File: config.mk
export PLATFORM = sky130hd
export DESIGN_NAME = ipi_regblock
export DESIGN_NICKNAME = d
export VERILOG_FILES = /design/src/rtl/ipi_pkg.sv /design/src/rtl/ipi_addr_decode.sv /design/src/rtl/ipi_pulse.sv /design/src/rtl/ipi_flag_bank.sv /design/src/rtl/ipi_regblock.sv
export SDC_FILE = /design/constraint.sdc
export NUM_CORES = 1
export LEC_CHECK = 0
export ABC_CLOCK_PERIOD_IN_PS = 10000
export BUFFER_PORTS_ARGS = -buffer_cell sky130_fd_sc_hd__buf_2
export CAP_MARGIN = 15
export CELL_PAD_IN_SITES_DETAIL_PLACEMENT = 1
export CELL_PAD_IN_SITES_GLOBAL_PLACEMENT = 2
export CORE_ASPECT_RATIO = 1.75
export CORE_UTILIZATION = 39
export DETAILED_ROUTE_END_ITERATION = 16
export PLACE_DENSITY = 0.83
export RECOVER_POWER = 50
export SLEW_MARGIN = 10
export SYNTH_ARGS = -nofsm -noshare
export SYNTH_HDL_FRONTEND = slang
export SYNTH_SLANG_ARGS = --single-unit
File: constraint.sdc
create_clock -name clk -period 10 [get_ports clk]
set_clock_uncertainty 0.2 [all_clocks]
set_input_delay 1.5 -clock clk [delete_from_list [all_inputs] [get_ports clk]]
set_output_delay 1.5 -clock clk [all_outputs]
set_load 0.05 [all_outputs]
File: src/rtl/ipi_pkg.sv
// Shared constants and types for the inter-processor interrupt block.
// Assumes a 32-bit register word with the source flags in the upper 28 bits.
package ipi_pkg;
    localparam int REG_W    = 32;
    localparam int FLAG_LSB = 4;
    localparam int NUM_SRC  = REG_W - FLAG_LSB;
    localparam int FIRE_BIT = 0;

    typedef enum logic [1:0] {
        RK_NONE = 2'd0,
        RK_GEN  = 2'd1,
        RK_ACK  = 2'd2,
        RK_NMI  = 2'd3
    } reg_kind_e;
endpackage

File: src/rtl/ipi_addr_decode.sv
// Address decoder: maps a byte address onto register kind and destination
// index, and produces one write enable per register.
// Assumes word-aligned access; a misaligned address selects nothing.
module ipi_addr_decode
    import ipi_pkg::*;
#(
    parameter int N_CORES = 4,
    parameter int ADDR_W  = 8,
    localparam int N_DEST = N_CORES + 1,
    localparam int IDX_W  = $clog2(N_DEST)
) (
    input  logic [ADDR_W-1:0] reg_addr,
    input  logic              reg_wr_en,
    output reg_kind_e         sel_kind,
    output logic [IDX_W-1:0]  sel_idx,
    output logic [N_DEST-1:0] gen_we,
    output logic [N_DEST-1:0] ack_we,
    output logic [N_CORES-1:0] nmi_we
);
    localparam int WORD_W = ADDR_W - 2;

    logic [WORD_W-1:0] word;
    int unsigned       w;

    assign word = reg_addr[ADDR_W-1:2];

    // Classify the addressed word into a register kind and destination index.
    always_comb begin
        w        = 32'(word);
        sel_kind = RK_NONE;
        sel_idx  = '0;
        if (reg_addr[1:0] != 2'b00) begin
            sel_kind = RK_NONE;
        end else if (w < N_CORES) begin
            sel_kind = RK_GEN;
            sel_idx  = IDX_W'(w);
        end else if (w < 2 * N_CORES) begin
            sel_kind = RK_ACK;
            sel_idx  = IDX_W'(w - N_CORES);
        end else if (w < 3 * N_CORES) begin
            sel_kind = RK_NMI;
            sel_idx  = IDX_W'(w - 2 * N_CORES);
        end else if (w == 3 * N_CORES) begin
            sel_kind = RK_GEN;
            sel_idx  = IDX_W'(N_CORES);
        end else if (w == 3 * N_CORES + 1) begin
            sel_kind = RK_ACK;
            sel_idx  = IDX_W'(N_CORES);
        end
    end

    // One write enable per destination for generation and acknowledgment.
    for (genvar b = 0; b < N_DEST; b++) begin : g_dest_we
        assign gen_we[b] = reg_wr_en && (sel_kind == RK_GEN) && (sel_idx == IDX_W'(b));
        assign ack_we[b] = reg_wr_en && (sel_kind == RK_ACK) && (sel_idx == IDX_W'(b));
    end

    // One write enable per core NMI register.
    for (genvar c = 0; c < N_CORES; c++) begin : g_nmi_we
        assign nmi_we[c] = reg_wr_en && (sel_kind == RK_NMI) && (sel_idx == IDX_W'(c));
    end
endmodule

File: src/rtl/ipi_pulse.sv
// Single-cycle pulse register: the output is high for exactly the cycle
// after fire was sampled high. Assumes fire is already qualified.
module ipi_pulse (
    input  logic clk,
    input  logic rst_n,
    input  logic fire,
    output logic pulse
);
    // Register the request so the pulse is one clock wide and self-clearing.
    always_ff @(posedge clk) begin
        if (!rst_n) pulse <= 1'b0;
        else        pulse <= fire;
    end
endmodule

File: src/rtl/ipi_flag_bank.sv
// One destination: sticky source flags plus its interrupt pulse.
// Flags are set by generation writes and cleared by acknowledgment writes.
// Assumes at most one of gen_we/ack_we per cycle; if both arrive, set wins.
module ipi_flag_bank
    import ipi_pkg::*;
(
    input  logic               clk,
    input  logic               rst_n,
    input  logic               gen_we,
    input  logic               ack_we,
    input  logic [NUM_SRC-1:0] wr_flags,
    input  logic               wr_fire,
    output logic [NUM_SRC-1:0] flags,
    output logic               irq
);
    logic [NUM_SRC-1:0] set_mask;
    logic [NUM_SRC-1:0] clr_mask;

    assign set_mask = gen_we ? wr_flags : '0;
    assign clr_mask = ack_we ? wr_flags : '0;

    // Sticky flag update: clear first, then set, so a set overrides a clear.
    always_ff @(posedge clk) begin
        if (!rst_n) flags <= '0;
        else        flags <= (flags & ~clr_mask) | set_mask;
    end

    ipi_pulse u_irq_pulse (
        .clk   (clk),
        .rst_n (rst_n),
        .fire  (gen_we && wr_fire),
        .pulse (irq)
    );
endmodule

File: src/rtl/ipi_regblock.sv
// Inter-processor interrupt register block (top). Holds N_CORES+1 flag
// banks (the last one serves the host pin) and N_CORES NMI pulse generators
// behind a single synchronous register port with registered read data.
// Assumes ADDR_W is wide enough for 3*N_CORES+2 words.
module ipi_regblock
    import ipi_pkg::*;
#(
    parameter int N_CORES = 4,
    parameter int ADDR_W  = 8
) (
    input  logic               clk,
    input  logic               rst_n,
    input  logic               reg_wr_en,
    input  logic               reg_rd_en,
    input  logic [ADDR_W-1:0]  reg_addr,
    input  logic [31:0]        reg_wdata,
    output logic [31:0]        reg_rdata,
    output logic [N_CORES-1:0] irq_core,
    output logic [N_CORES-1:0] nmi_core,
    output logic               irq_host
);
    localparam int N_DEST = N_CORES + 1;
    localparam int IDX_W  = $clog2(N_DEST);

    reg_kind_e          sel_kind;
    logic [IDX_W-1:0]   sel_idx;
    logic [N_DEST-1:0]  gen_we;
    logic [N_DEST-1:0]  ack_we;
    logic [N_CORES-1:0] nmi_we;
    logic [NUM_SRC-1:0] bank_flags [N_DEST];
    logic [N_DEST-1:0]  bank_irq;
    logic [NUM_SRC-1:0] wr_flags;
    logic               wr_fire;
    logic [REG_W-1:0]   rd_word;
    logic               unused_rsvd_wdata;

    assign wr_flags          = reg_wdata[REG_W-1:FLAG_LSB];
    assign wr_fire           = reg_wdata[FIRE_BIT];
    assign unused_rsvd_wdata = ^reg_wdata[FLAG_LSB-1:FIRE_BIT+1];

    ipi_addr_decode #(
        .N_CORES (N_CORES),
        .ADDR_W  (ADDR_W)
    ) u_decode (
        .reg_addr  (reg_addr),
        .reg_wr_en (reg_wr_en),
        .sel_kind  (sel_kind),
        .sel_idx   (sel_idx),
        .gen_we    (gen_we),
        .ack_we    (ack_we),
        .nmi_we    (nmi_we)
    );

    // Flag banks: one per core, plus the host bank at index N_CORES.
    for (genvar b = 0; b < N_DEST; b++) begin : g_bank
        ipi_flag_bank u_bank (
            .clk      (clk),
            .rst_n    (rst_n),
            .gen_we   (gen_we[b]),
            .ack_we   (ack_we[b]),
            .wr_flags (wr_flags),
            .wr_fire  (wr_fire),
            .flags    (bank_flags[b]),
            .irq      (bank_irq[b])
        );
    end

    // NMI pulse generators, one per core.
    for (genvar c = 0; c < N_CORES; c++) begin : g_nmi
        ipi_pulse u_nmi_pulse (
            .clk   (clk),
            .rst_n (rst_n),
            .fire  (nmi_we[c] && wr_fire),
            .pulse (nmi_core[c])
        );
    end

    assign irq_core = bank_irq[N_CORES-1:0];
    assign irq_host = bank_irq[N_CORES];

    // Read mux: generation and acknowledgment both show the flags; all else is 0.
    always_comb begin
        rd_word = '0;
        if ((sel_kind == RK_GEN || sel_kind == RK_ACK) && (32'(sel_idx) < N_DEST))
            rd_word = {bank_flags[sel_idx], {FLAG_LSB{1'b0}}};
    end

    // Registered read data, updated only on a read strobe.
    always_ff @(posedge clk) begin
        if (!rst_n)         reg_rdata <= '0;
        else if (reg_rd_en) reg_rdata <= rd_word;
    end
endmodule

==> flow_summary.toml <==
[setup_path]
crit_fanout = 39
critPathArrivalTime_ns = 7.13
worst-r2r-cell-count = 5
critPathCaptureType = "flip-flop"
crit_required_ns = 10.13
critical_path_type = "in -> reg"
startpoint_class = "input port"

[clock_tree]
cts-hold-fix-buffers = 0
ctsLongestPathBuffers = 2
insertion_delay_ns = 0.44
ctsHtreeMaxLevel = 4
tritoncts.num_buffers = 17
cts.sink_count = 177
cts_repair_resize_count = 0
clkTransAtPathRegs_ns = 0.06
postCtsSetupRepairBufs = 0
cts_tree = "yes"
root_buffer = "sky130_fd_sc_hd__clkbuf_16"

[power]
power.static_leakage_nw = 3.12
internal_power_mw = 1.13
vdd.ir_drop.worst_v = 0.0000791
pwr-share-clk_pct = 44.3
power.density_mw_per_mm2 = 163
comb_power_share_pct = 8.1
netSwitchingFraction_pct = 24.9
net-switching-power_mw = 0.372
seq_power_share_pct = 47.6

[timing]
finalCritPeriodShare_pct = 69.9
setup_viol_count_final = 0
fmax_mhz = 143
slew-limit-headroom_pct = -76.2
hold_viol = 0
final.min_clock_period_ns = 6.99
setup_repair_after_global_routing_missed_its_margin = "false"
drv_slew = 98
transition_time_of_the_tightest_slew_check_pin_ns = 2.64
final.setup.tns_ns = 0

[synth]
yosysUniqueCellTypes = 45
synth.cell_area_mm2 = 0.00841
synth-async-reset-ratio_pct = 0
yosys.area.top_type_share_pct = 42.1
synthCells = 979
ys_ff_latch = 177
edff_count_synth = 0
ys_seq_area_share_pct = 42.1
syn_area_per_cell_um2 = 8.59
netlist_top_cells_area = "sky130_fd_sc_hd__dfxtp_1 (42%), sky130_fd_sc_hd__a32o_1 (13%), sky130_fd_sc_hd__nand2_1 (7.9%)"
yosysWarningCount = 0
synth_largest_area_cell = "sky130_fd_sc_hd__dfxtp_1"
synth_top_flop_cell = "sky130_fd_sc_hd__dfxtp_1"

[floorplanning]
dieArea_mm2 = 0.0222
initial_utilization_pct = 40.0
die_w_um = 113
core-area_mm2 = 0.0210
std_cell_rows = 70
die_h_um = 196
num_io_pins = 85

[layout]
post_route_cells_drive_above_1_share_pct = 10.1
n_antenna_cell = 0
fill_cells = 2525
flow.area_growth_from_synthesis_pct = 9.18
multiInputGateArea_mm2 = 0.00417
post_layout_nonfiller_instances = 1238
finish.net_count = 1022
sequential_cell_area_mm2 = 0.00354

[run_status]
outcome = "finished, violations left"
failed_checks = "max-capacitance violations, max-slew violations"

[place]
dpl.cell_count = 1208
final_weighted_congestion_of_routability_driven_global_placement = 0.708
hpwl_um = 14900
portBuffers = 77

[grt]
gr-total-overflow = 0
antenna_found_initial = 1
grt_start_max_net_pins = 94
first_pass_grt_wire_length_um = 41700
first_global_vias = 7452
grt_usage_pct = 24.6

[run]
maxCapViolations = 3

[drt]
detail_route.wirelength_um = 26400
vias = 7522
drc_errors = 0
drt_iter0_drc = 306
routed_wirelength_normalized_by_instance_count_um = 21.3
dr.pass1.iters = 5
viasPerCell = 6.08
ant_nets = 0

[worst_hold_path]
hold_path_class = "reg -> reg"
timing.hold.worst_path_depth = 2
[sequential cells by signal, summed over array words and instances (netlist names)]
name                             count
g_bank.u_bank.u_irq_pulse.pulse      5
g_bank.u_bank.flags                140
reg_rdata                           28
g_nmi.u_nmi_pulse.pulse              4
[cell type report]
type                            instances  share of cell area, %
Sequential cell                       177                   38.6
Timing Repair Buffer                   93                   4.91
Clock inverter                          5                  0.545
Inverter                               34                   1.39
Clock buffer                           25                   5.72
Tap cell                              252                   3.43
Multi-Input combinational cell        652                   45.4
[worst max-delay path: stages]
cell and delay (ns):
sky130_fd_sc_hd__buf_2 0.07, sky130_fd_sc_hd__clkbuf_1 1.87, sky130_fd_sc_hd__nand2b_1 0.65, sky130_fd_sc_hd__a21oi_1 0.29, sky130_fd_sc_hd__o21ai_0 0.14, sky130_fd_sc_hd__inv_1 0.11
sky130_fd_sc_hd__ha_1 0.18, sky130_fd_sc_hd__nand2_1 0.21, sky130_fd_sc_hd__nor3_4 0.23, sky130_fd_sc_hd__clkbuf_1 1.36, sky130_fd_sc_hd__nand2_1 0.15, sky130_fd_sc_hd__a32o_1 0.33
[per-layer routing]
layer  routed length [µm]  vias to the layer above  GRT usage [%]  share of wire (%)
met3                  840                       39           3.80                3.2
met1                11200                     3815           28.5                 43
li1                     -                     3541              -                  -
met5                   13                        -              0              0.049
met4                  599                        2           9.11                2.3
met2                13700                      125           44.9                 52
[final timing paths]
path / from / to / slack, ns
max: reg_addr[2] / g_bank[3].u_bank.flags[8] / 3.01
min reg2reg: g_bank[4].u_bank.flags[2] / reg_rdata[6] / 0.27
min: g_bank[4].u_bank.flags[2] / reg_rdata[6] / 0.27
max reg2reg: g_bank[3].u_bank.flags[26] / reg_rdata[30] / 8.38
[cells in the mapped netlist (2+ instances only)]
cell,count
sky130_fd_sc_hd__a31oi_1,27
sky130_fd_sc_hd__nor3_4,7
sky130_fd_sc_hd__a21oi_1,29
sky130_fd_sc_hd__o21ai_0,81
sky130_fd_sc_hd__a32o_1,112
sky130_fd_sc_hd__inv_1,34
sky130_fd_sc_hd__and3_1,2
sky130_fd_sc_hd__dfxtp_1,177
sky130_fd_sc_hd__nor3_1,14
sky130_fd_sc_hd__ha_1,3
sky130_fd_sc_hd__a22oi_1,12
sky130_fd_sc_hd__nand2b_1,2
sky130_fd_sc_hd__o2bb2ai_1,11
sky130_fd_sc_hd__mux2i_1,16
sky130_fd_sc_hd__nand2_1,176
sky130_fd_sc_hd__and2_1,29
sky130_fd_sc_hd__nor3b_1,2
sky130_fd_sc_hd__buf_4,12
sky130_fd_sc_hd__buf_2,35
sky130_fd_sc_hd__o221ai_1,16
sky130_fd_sc_hd__nor2_1,22
sky130_fd_sc_hd__a211oi_1,12
sky130_fd_sc_hd__buf_6,7
sky130_fd_sc_hd__nand3_1,16
sky130_fd_sc_hd__o21ai_1,2
sky130_fd_sc_hd__a21boi_1,29
sky130_fd_sc_hd__clkbuf_1,64
sky130_fd_sc_hd__nor2b_1,11
sky130_fd_sc_hd__nor4_1,3
[stage by stage]
| stage | utilization [%] | instance area (µm²) | setup WS (ns) | power [mW] | hold slack, ns |
|---|---|---|---|---|---|
| after detailed placement | 41.3 | 8680 | 4.99 | 0.851 | 0.263 |
| after CTS | 44.0 | 9260 | 5.44 | 1.51 | 0.272 |
| after global placement | 41.3 | 8680 | 5.04 | 0.849 | 0.255 |
| final | 43.7 | 9180 | 3.01 | 1.50 | 0.268 |
| after global routing | 43.7 | 9180 | 2.63 | 1.55 | 0.285 |
| after floorplan | - | 8420 | 5.65 | 0.817 | 0.245 |
[power groups by stage]
stage | Clock (mW) | Sequential, mW | Combinational (mW)
after global routing | 0.702 | 0.713 | 0.132
after floorplan | 0 | 0.742 | 0.0751
final | 0.664 | 0.712 | 0.121
after global placement | 0 | 0.728 | 0.121
after CTS | 0.676 | 0.712 | 0.123
after detailed placement | 0 | 0.728 | 0.123
[layout by cell type, fill, tap and decap left out, types with 3 or more instances in the layout]
master | synthesis | layout
sky130_fd_sc_hd__a31oi_1 | 27 | 27
sky130_fd_sc_hd__clkbuf_1 | 64 | 41
sky130_fd_sc_hd__a22oi_1 | 12 | 12
sky130_fd_sc_hd__clkbuf_8 | 0 | 7
sky130_fd_sc_hd__nor2b_1 | 11 | 11
sky130_fd_sc_hd__buf_2 | 35 | 39
sky130_fd_sc_hd__nand3_1 | 16 | 17
sky130_fd_sc_hd__clkinv_2 | 0 | 4
sky130_fd_sc_hd__dfxtp_1 | 177 | 177
sky130_fd_sc_hd__clkbuf_16 | 0 | 17
sky130_fd_sc_hd__ha_1 | 3 | 3
sky130_fd_sc_hd__mux2i_1 | 16 | 16
sky130_fd_sc_hd__a21oi_1 | 29 | 29
sky130_fd_sc_hd__o2bb2ai_1 | 11 | 11
sky130_fd_sc_hd__o21ai_0 | 81 | 81
sky130_fd_sc_hd__a21boi_1 | 29 | 4
sky130_fd_sc_hd__conb_1 | 1 | 4
sky130_fd_sc_hd__a21boi_0 | 0 | 24
sky130_fd_sc_hd__nor2_1 | 22 | 21
sky130_fd_sc_hd__buf_4 | 12 | 14
sky130_fd_sc_hd__a32o_1 | 112 | 112
sky130_fd_sc_hd__nor3_4 | 7 | 6
sky130_fd_sc_hd__nand2_1 | 176 | 176
sky130_fd_sc_hd__and2_1 | 29 | 29
sky130_fd_sc_hd__inv_1 | 34 | 34
sky130_fd_sc_hd__o221ai_1 | 16 | 16
sky130_fd_sc_hd__nor4_1 | 3 | 3
sky130_fd_sc_hd__a211oi_1 | 12 | 12
sky130_fd_sc_hd__nor3_1 | 14 | 15
[cell families after synthesis]
family	after synthesis	share of synthesized area, %
other	1	0.0446
AND/OR/NAND/NOR	294	17.0
multiplexers	17	2.04
buffers and inverters	153	8.51
flip-flops	177	42.1
adder cells (fa/ha/maj)	3	0.446
AO/OA/AOI/OAI	334	29.9
Power figures use the tool's default switching activity.
